`src/rtl/wdt2_pkg.sv`:
```
package wdt2_pkg;

  typedef enum logic [2:0] {
    RG_RELOAD = 3'd0,
    RG_INIT   = 3'd1,
    RG_STAT1  = 3'd2,
    RG_STAT2  = 3'd3,
    RG_CTRL   = 3'd4,
    RG_EVEN   = 3'd5
  } reg_sel_e;

  localparam int HALT_BIT   = 11;
  localparam int FIRST_BIT  = 3;
  localparam int SECOND_BIT = 1;
  localparam int BOOT_BIT   = 2;
  localparam int EVEN_BIT   = 13;
  localparam int MIN_INIT   = 4;

  // An initial value is accepted only at or above the floor.
  function automatic logic init_ok(input int unsigned v);
    return v >= MIN_INIT;
  endfunction

  // Cycles from a reload write to the expiry edge.
  function automatic int unsigned lap_cycles(input int unsigned init, input int unsigned div);
    return (init + 1) * div;
  endfunction

endpackage

```
`src/rtl/wdt2_prescaler.sv`:
```
module wdt2_prescaler #(
  parameter int PRESCALE = 4
) (
  input  logic clk_i,
  input  logic rst_ni,
  input  logic clear_i,
  output logic tick_o
);
  localparam int PW = (PRESCALE > 1) ? $clog2(PRESCALE) : 1;

  logic [PW-1:0] pre_q;

  assign tick_o = (pre_q == PW'(PRESCALE - 1));

  always_ff @(posedge clk_i or negedge rst_ni) begin
    if (!rst_ni)                pre_q <= '0;
    else if (clear_i || tick_o) pre_q <= '0;
    else                        pre_q <= pre_q + 1'b1;
  end
endmodule

```
`src/rtl/wdt2_counter.sv`:
```
module wdt2_counter #(
  parameter int              CNT_W    = 10,
  parameter logic [CNT_W-1:0] DEF_INIT = 10'd20
) (
  input  logic             clk_i,
  input  logic             rst_ni,
  input  logic             tick_i,
  input  logic             halt_i,
  input  logic             load_i,
  input  logic [CNT_W-1:0] init_i,
  output logic [CNT_W-1:0] cnt_o,
  output logic             expire_o
);
  logic step;

  assign step     = tick_i && !halt_i && !load_i;
  assign expire_o = step && (cnt_o == '0);

  always_ff @(posedge clk_i or negedge rst_ni) begin
    if (!rst_ni)       cnt_o <= DEF_INIT;
    else if (load_i)   cnt_o <= init_i;
    else if (expire_o) cnt_o <= init_i;
    else if (step)     cnt_o <= cnt_o - 1'b1;
  end
endmodule

```
`src/rtl/wdt2_status.sv`:
```
module wdt2_status (
  input  logic clk_i,
  input  logic rst_ni,
  input  logic expire_i,
  input  logic ev_en_i,
  input  logic clr_first_i,
  input  logic clr_second_i,
  input  logic clr_boot_i,
  output logic first_o,
  output logic second_o,
  output logic boot_o,
  output logic evt_o
);
  always_ff @(posedge clk_i or negedge rst_ni) begin
    if (!rst_ni) begin
      first_o  <= 1'b0;
      second_o <= 1'b0;
      boot_o   <= 1'b0;
      evt_o    <= 1'b0;
    end else begin
      evt_o <= expire_i && !first_o && ev_en_i;

      if (expire_i && !first_o) first_o <= 1'b1;
      else if (clr_first_i)     first_o <= 1'b0;

      if (expire_i && first_o)  second_o <= 1'b1;
      else if (clr_second_i)    second_o <= 1'b0;

      if (expire_i && second_o) boot_o <= 1'b1;
      else if (clr_boot_i)      boot_o <= 1'b0;
    end
  end
endmodule

```
`src/rtl/wdt2_top.sv`:
```
module wdt2_top import wdt2_pkg::*; #(
  parameter int               PRESCALE = 4,
  parameter int               CNT_W    = 10,
  parameter int               DW       = 16,
  parameter logic [CNT_W-1:0] DEF_INIT = 10'd20
) (
  input  logic          clk_i,
  input  logic          rst_ni,
  input  logic [2:0]    addr_i,
  input  logic [DW-1:0] wdata_i,
  input  logic          wr_i,
  output logic [DW-1:0] rdata_o,
  input  logic          reboot_mask_i,
  output logic          evt_o,
  output logic          rst_req_o
);
  logic             halt_q, ev_en_q;
  logic [CNT_W-1:0] init_q, cnt;
  logic             tick, expire;
  logic             first_q, second_q, boot_q;
  logic             wr_reload, wr_init, wr_stat1, wr_stat2, wr_ctrl, wr_even;
  logic             stat_wr;

  assign wr_reload = wr_i && (addr_i == RG_RELOAD);
  assign wr_init   = wr_i && (addr_i == RG_INIT);
  assign wr_stat1  = wr_i && (addr_i == RG_STAT1);
  assign wr_stat2  = wr_i && (addr_i == RG_STAT2);
  assign wr_ctrl   = wr_i && (addr_i == RG_CTRL);
  assign wr_even   = wr_i && (addr_i == RG_EVEN);
  assign stat_wr   = wr_stat1 || wr_stat2;

  always_ff @(posedge clk_i or negedge rst_ni) begin
    if (!rst_ni) begin
      halt_q  <= 1'b1;
      ev_en_q <= 1'b0;
      init_q  <= DEF_INIT;
    end else begin
      if (wr_ctrl) halt_q  <= wdata_i[HALT_BIT];
      if (wr_even) ev_en_q <= wdata_i[EVEN_BIT];
      if (wr_init && init_ok(int'(wdata_i[CNT_W-1:0])))
        init_q <= wdata_i[CNT_W-1:0];
    end
  end

  wdt2_prescaler #(.PRESCALE(PRESCALE)) u_pre (
    .clk_i   (clk_i),
    .rst_ni  (rst_ni),
    .clear_i (halt_q || wr_reload),
    .tick_o  (tick)
  );

  wdt2_counter #(.CNT_W(CNT_W), .DEF_INIT(DEF_INIT)) u_cnt (
    .clk_i    (clk_i),
    .rst_ni   (rst_ni),
    .tick_i   (tick),
    .halt_i   (halt_q),
    .load_i   (wr_reload),
    .init_i   (init_q),
    .cnt_o    (cnt),
    .expire_o (expire)
  );

  wdt2_status u_sts (
    .clk_i        (clk_i),
    .rst_ni       (rst_ni),
    .expire_i     (expire),
    .ev_en_i      (ev_en_q),
    .clr_first_i  (wr_stat1 && wdata_i[FIRST_BIT]),
    .clr_second_i (wr_stat2 && wdata_i[SECOND_BIT]),
    .clr_boot_i   (wr_stat2 && wdata_i[BOOT_BIT]),
    .first_o      (first_q),
    .second_o     (second_q),
    .boot_o       (boot_q),
    .evt_o        (evt_o)
  );

  assign rst_req_o = second_q && !reboot_mask_i;

  always_comb begin
    rdata_o = '0;
    case (addr_i)
      RG_RELOAD: rdata_o[CNT_W-1:0] = cnt;
      RG_INIT:   rdata_o[CNT_W-1:0] = init_q;
      RG_STAT1:  rdata_o[FIRST_BIT] = first_q;
      RG_STAT2: begin
        rdata_o[SECOND_BIT] = second_q;
        rdata_o[BOOT_BIT]   = boot_q;
      end
      RG_CTRL:   rdata_o[HALT_BIT]  = halt_q;
      RG_EVEN:   rdata_o[EVEN_BIT]  = ev_en_q;
      default:   rdata_o = '0;
    endcase
  end
endmodule

```
`config.mk`:
```
export PLATFORM = sky130hd
export DESIGN_NAME = wdt2_top
export DESIGN_NICKNAME = d
export VERILOG_FILES = /design/src/rtl/wdt2_pkg.sv /design/src/rtl/wdt2_prescaler.sv /design/src/rtl/wdt2_counter.sv /design/src/rtl/wdt2_status.sv /design/src/rtl/wdt2_top.sv
export SDC_FILE = /design/constraint.sdc
export NUM_CORES = 1
export LEC_CHECK = 0
export BUFFER_PORTS_ARGS = -buffer_cell sky130_fd_sc_hd__buf_2
export CORE_MARGIN = 2
export CORE_UTILIZATION = 30
export DETAILED_ROUTE_END_ITERATION = 8
export PLACE_DENSITY = 0.5
export SLEW_MARGIN = 40
export SYNTH_ARGS = -nofsm -noshare
export SYNTH_HDL_FRONTEND = slang
export SYNTH_SLANG_ARGS = --single-unit
```
`constraint.sdc`:
```
create_clock -name clk_i -period 2.1 [get_ports clk_i]
set_input_delay 0.105 -clock clk_i [delete_from_list [all_inputs] [get_ports clk_i]]
set_output_delay 0.105 -clock clk_i [all_outputs]
set_load 0.03 [all_outputs]
```
* After elaboration in Yosys (flattened, before gate mapping)
Index checks and enable logic that the tools add are counted.
Storage, ports and cells: register bits 28, output and inout bits 18, word-level logic and storage cells 64
Cells by class: add/subtract/negate cells 2, order comparisons 1, equal/unequal tests 6, mux-type cells 16, reductions and logical operators 30
Operators by type and width (number):
- $mux 10 | 3
- $logic_and 1x1->1 | 18
- $pmux 6 s2 | 1
- $ge 10x3->1 const B | 1
- $logic_not 10->1 | 1
- $sub 10x1->10 const B | 1
- $mux 1 | 8
- $eq 3x2->1 const B | 2
- $eq 3x3->1 const B | 2
- $pmux 2 s3 | 1
- $reduce_bool 2->1 | 3
- $logic_not 1->1 | 4
- $eq 3x1->1 const B | 1
- $logic_not 3->1 | 1
- $pmux 1 s3 | 1
- $reduce_bool 3->1 | 1
- $add 2x1->2 const B | 1
- $eq 2x2->1 const B | 1
- $logic_or 1x1->1 | 2
- $mux 2 | 1
- $pmux 1 s2 | 1

* Depth between registers and ports, before layout
depth in word-level cells 7, mapped depth 6

* Hierarchy
Synthesis repeated with hierarchy kept, for this count alone.
Second synthesis, totals: cells, all modules 177, area, all modules 1795.5 µm²
Modules (own cells, without submodules):
- wdt2_top | times used 1, cells each 78, area each 812.0 µm², sequential area each 304.0 µm²
- wdt2_counter | times used 1, cells each 80, area each 757.0 µm², sequential area each 252.7 µm²
- wdt2_status | times used 1, cells each 14, area each 141.4 µm², sequential area each 100.1 µm²
- wdt2_prescaler | times used 1, cells each 5, area each 85.1 µm², sequential area each 50.0 µm²

* Worst setup path before layout
No wires, ideal clock.
path kind reg-to-reg, from register u_cnt.cnt_o[0], to register u_cnt.cnt_o[6], setup time 0.069 ns, arrival 1.666 ns, required time 2.031 ns, path slack 0.365 ns, cell stages (with the launch flop) 6, path buffers 0, cell sequence dfrtp_1 inv_1 ha_1 or4b_1 or4_1 nand3_1
On the way: cells in the longest elaborated chain, start to end 4, elaborated cells between the ends (all ways) 7, those cells by class 1 x add/sub; 3 x mux; 3 x reduce/logical
RTL lines:
- start, declared | RTL line wdt2_counter.sv:11 | output logic [CNT_W-1:0] cnt_o,
- start signal, assigned | RTL line wdt2_counter.sv:21 | else if (load_i) cnt_o <= init_i;
- start signal, assigned | RTL line wdt2_counter.sv:22 | else if (expire_o) cnt_o <= init_i;
- start signal, assigned | RTL line wdt2_counter.sv:23 | else if (step) cnt_o <= cnt_o - 1'b1;
- $sub 10x1->10 / $logic_not 10->1 (equally long branches) | RTL line wdt2_counter.sv:23, wdt2_counter.sv:17
- $mux 10 / $logic_and 1x1->1 (equally long branches) | RTL line wdt2_counter.sv:23, wdt2_counter.sv:17
- $mux 10 | RTL line wdt2_counter.sv:22
- $mux 10 | RTL line wdt2_counter.sv:21
Several ways; a longest one is shown, not always the timed one. The select of a mux whose other input is x is not followed. A chain may end at the register's enable or synchronous reset.

* Worst setup path after layout
Ends and elaborated chain as after synthesis.

==> impl_metrics.tcl <==
set metrics [dict create \
    status "finished clean" \
    finalSetupViolCount 0 \
    maxSlewViolCount 0 \
    insertion_delay_ns 0.27 \
    synth_top_area_cell "dfrtp_1" \
    cts_tree "done" \
    yosys_warnings 0 \
    hold_viol 0 \
    drcViolationCount 0 \
    max_freq_mhz 542 \
    drt-total-wl_microns 4110 \
    cts.htree.levels 1 \
    cp_data_required_time_ns 2.31 \
    leakage_nw 0.921 \
    place.gp.congestion 0.825 \
    nets 237 \
    power_mw 1.77 \
    setup_slack_ns 0.256 \
    via_count 1456 \
    start_util_pct 31.1 \
    boundaryPins 41 \
    first_global_vias 1337 \
    rsz0062_at_grt "no" \
    wl_per_cell_microns 14.5 \
    grt_pass1_wl_microns 6730 \
    end_kind "register" \
    area_growth_pct 19.6 \
    yosysTopAreaCellShare_pct 33.6 \
    setup_tns_ns 0 \
    critical_path_class "reg2reg" \
    syn_area_sq_um 1710 \
    synth-edff-count 0 \
    ant_nets 0 \
    timing.max_cap.violations 0 \
    ys_types 47 \
    fin_skew_ns 0.00909 \
    yosysSeqAreaShare_pct 41.2 \
    synth.top_cells.by_count "nor2_1, dfrtp_1, mux2_2" \
    async_flop_share_pct 100 \
    worstMarginPinSlew_ns 0.649 \
    ys_ff_latch 28 \
    die_area_sq_um 6330 \
    coreArea_sq_um 5510 \
    drt_first_iter_violations 74 \
    dr.pass1.iters 4 \
    cts_buffer_depth 2 \
    critPathMaxFanout 4 \
    die_h_microns 79.6 \
    slew-limit-headroom_pct 56.8 \
    rows 27 \
    final_layout_size_suffix_gt1_share_pct 33.2 \
    ir_drop_uv 464 \
    cts-root-buf "clkbuf_8" \
    antenna_cells 0 \
    vias_per_cell 5.14 \
    yosys_most_used_dff "dfrtp_1" \
    syn_avg_cell_area_sq_um 9.80 \
    fin_cells 283 \
    dp.cells 278 \
    p_per_area_nw_per_um2 864 \
    antenna_found_initial 0 \
    min_period_ns 1.84 \
    port_buffers 32 \
    critical_path_arrival_ns 2.06 \
    grt_usage_pct 13.8 \
    hold_class "in2reg" \
    die_x_microns 79.6 \
    synthCells 175 \
    synth_most_common_cell "nor2_1" \
    clock_sinks 28 \
    startpoint_type "register" \
    clk_pin_slew_ns 0.10 \
    grt_max_degree 29 \
    synthTopCellsByArea "dfrtp_1, mux2_2, dfstp_2, mux2i_1, nor2_1" \
    cts_inserted_buffers 3 \
    hpwl_microns 3100 \
    grt_overflow 0 \
    place_ws_ns 0.171 \
    fin_crit_sh_pct 87.8 \
]
-- where the power goes --
group / switching [mW] / leakage (nW) / total (mW) / internal [mW]
combinational: 0.292 / 0.552 / 0.576 / 0.284
sequential: 0.158 / 0.340 / 0.861 / 0.703
clock: 0.166 / 0.0288 / 0.334 / 0.168
total: 0.616 / 0.921 / 1.77 / 1.16
-- flip-flops by register name, indices dropped and copies added (netlist names) --
register / flops
ev_en_q: 1
u_sts.first_o: 1
u_cnt.cnt_o: 10
u_sts.boot_o: 1
u_pre.pre_q: 2
u_sts.second_o: 1
init_q: 10
u_sts.evt_o: 1
halt_q: 1
-- what timing repair did --
| action | in CTS | in global routing |
|---|---|---|
| hold buffers | 1 | 0 |
| buffers inserted | 0 | 0 |
| hold endpoints to repair | 23 | 0 |
| setup endpoints to repair | 0 | 6 |
| gates resized for setup | 0 | 1 |
-- kinds of logic (layout without fill, tap and decap cells) --
family / Yosys count / count (layout) / share of synthesized area (%)
other cells: 1 / 4 / 0.219
xor+xnor: 3 / 3 / 1.53
fa+ha+maj: 2 / 2 / 1.46
buf+inv: 19 / 52 / 5.33
flops: 28 / 28 / 41.2
simple gates: 71 / 71 / 23.1
mux: 22 / 22 / 13.7
compound gates: 29 / 29 / 13.4
-- area by class of cell --
cell class              instances  area (sq um)
clock buffers                   4          55.1
multi-input cells             131           933
repair buffers                 43           245
well taps                      72          90.1
flip-flops and latches         28           707
inverters                       5          18.8
fillers                       571          3460
-- worst paths after layout --
path	start	to	slack, ns	depth (start not counted)
max in group asynchronous	rst_ni	u_sts.evt_o	1.27	2
max reg2reg	u_cnt.cnt_o[0]	u_cnt.cnt_o[6]	0.26	5
min	wdata_i[11]	halt_q	0.06	2
min in group asynchronous	rst_ni	u_cnt.cnt_o[6]	0.39	2
max	u_cnt.cnt_o[0]	u_cnt.cnt_o[6]	0.26	5
min reg2reg	u_pre.pre_q[0]	u_pre.pre_q[0]	0.45	1
-- cells in the final DEF, fill, tap and decap left out, types with 7 or more instances in the layout --
cell	count
mux2i_1	10
nand2_1	8
nor2_1	24
mux2_2	12
nor3_1	7
buf_2	32
dfrtp_1	23
buf_4	10
-- through the flow --
| stage | hold WS [ns] | util, % | instance area, sq um |
|---|---|---|---|
| after global routing | 0.0530 | 37.2 | 2050 |
| after floorplan | -0.191 | - | 1730 |
| after detailed placement | 0.171 | 35.9 | 1980 |
| after global placement | 0.170 | 35.9 | 1980 |
| final | 0.0562 | 37.2 | 2050 |
| after CTS | 0.0522 | 37.1 | 2040 |
-- worst max-delay path, stage by stage (launching register included) --
cell and delay [ns]:
dfrtp_1 0.39, inv_1 0.09, ha_1 0.22, or4b_1 0.51
or4_1 0.48, nand3_1 0.10
-- routing by layer --
layer  vias to the layer above  share of wire [%]  global-route usage [%]  wire length, microns
met2                        31                 47                    21.7                  1930
met4                         0                1.3                    5.00                    55
met1                       715                 50                    19.6                  2040
li1                        706                  -                       -                     -
met5                         -                  0                       0                     0
met3                         4                2.0                    1.24                    82
(Power assumes the default switching activity.)
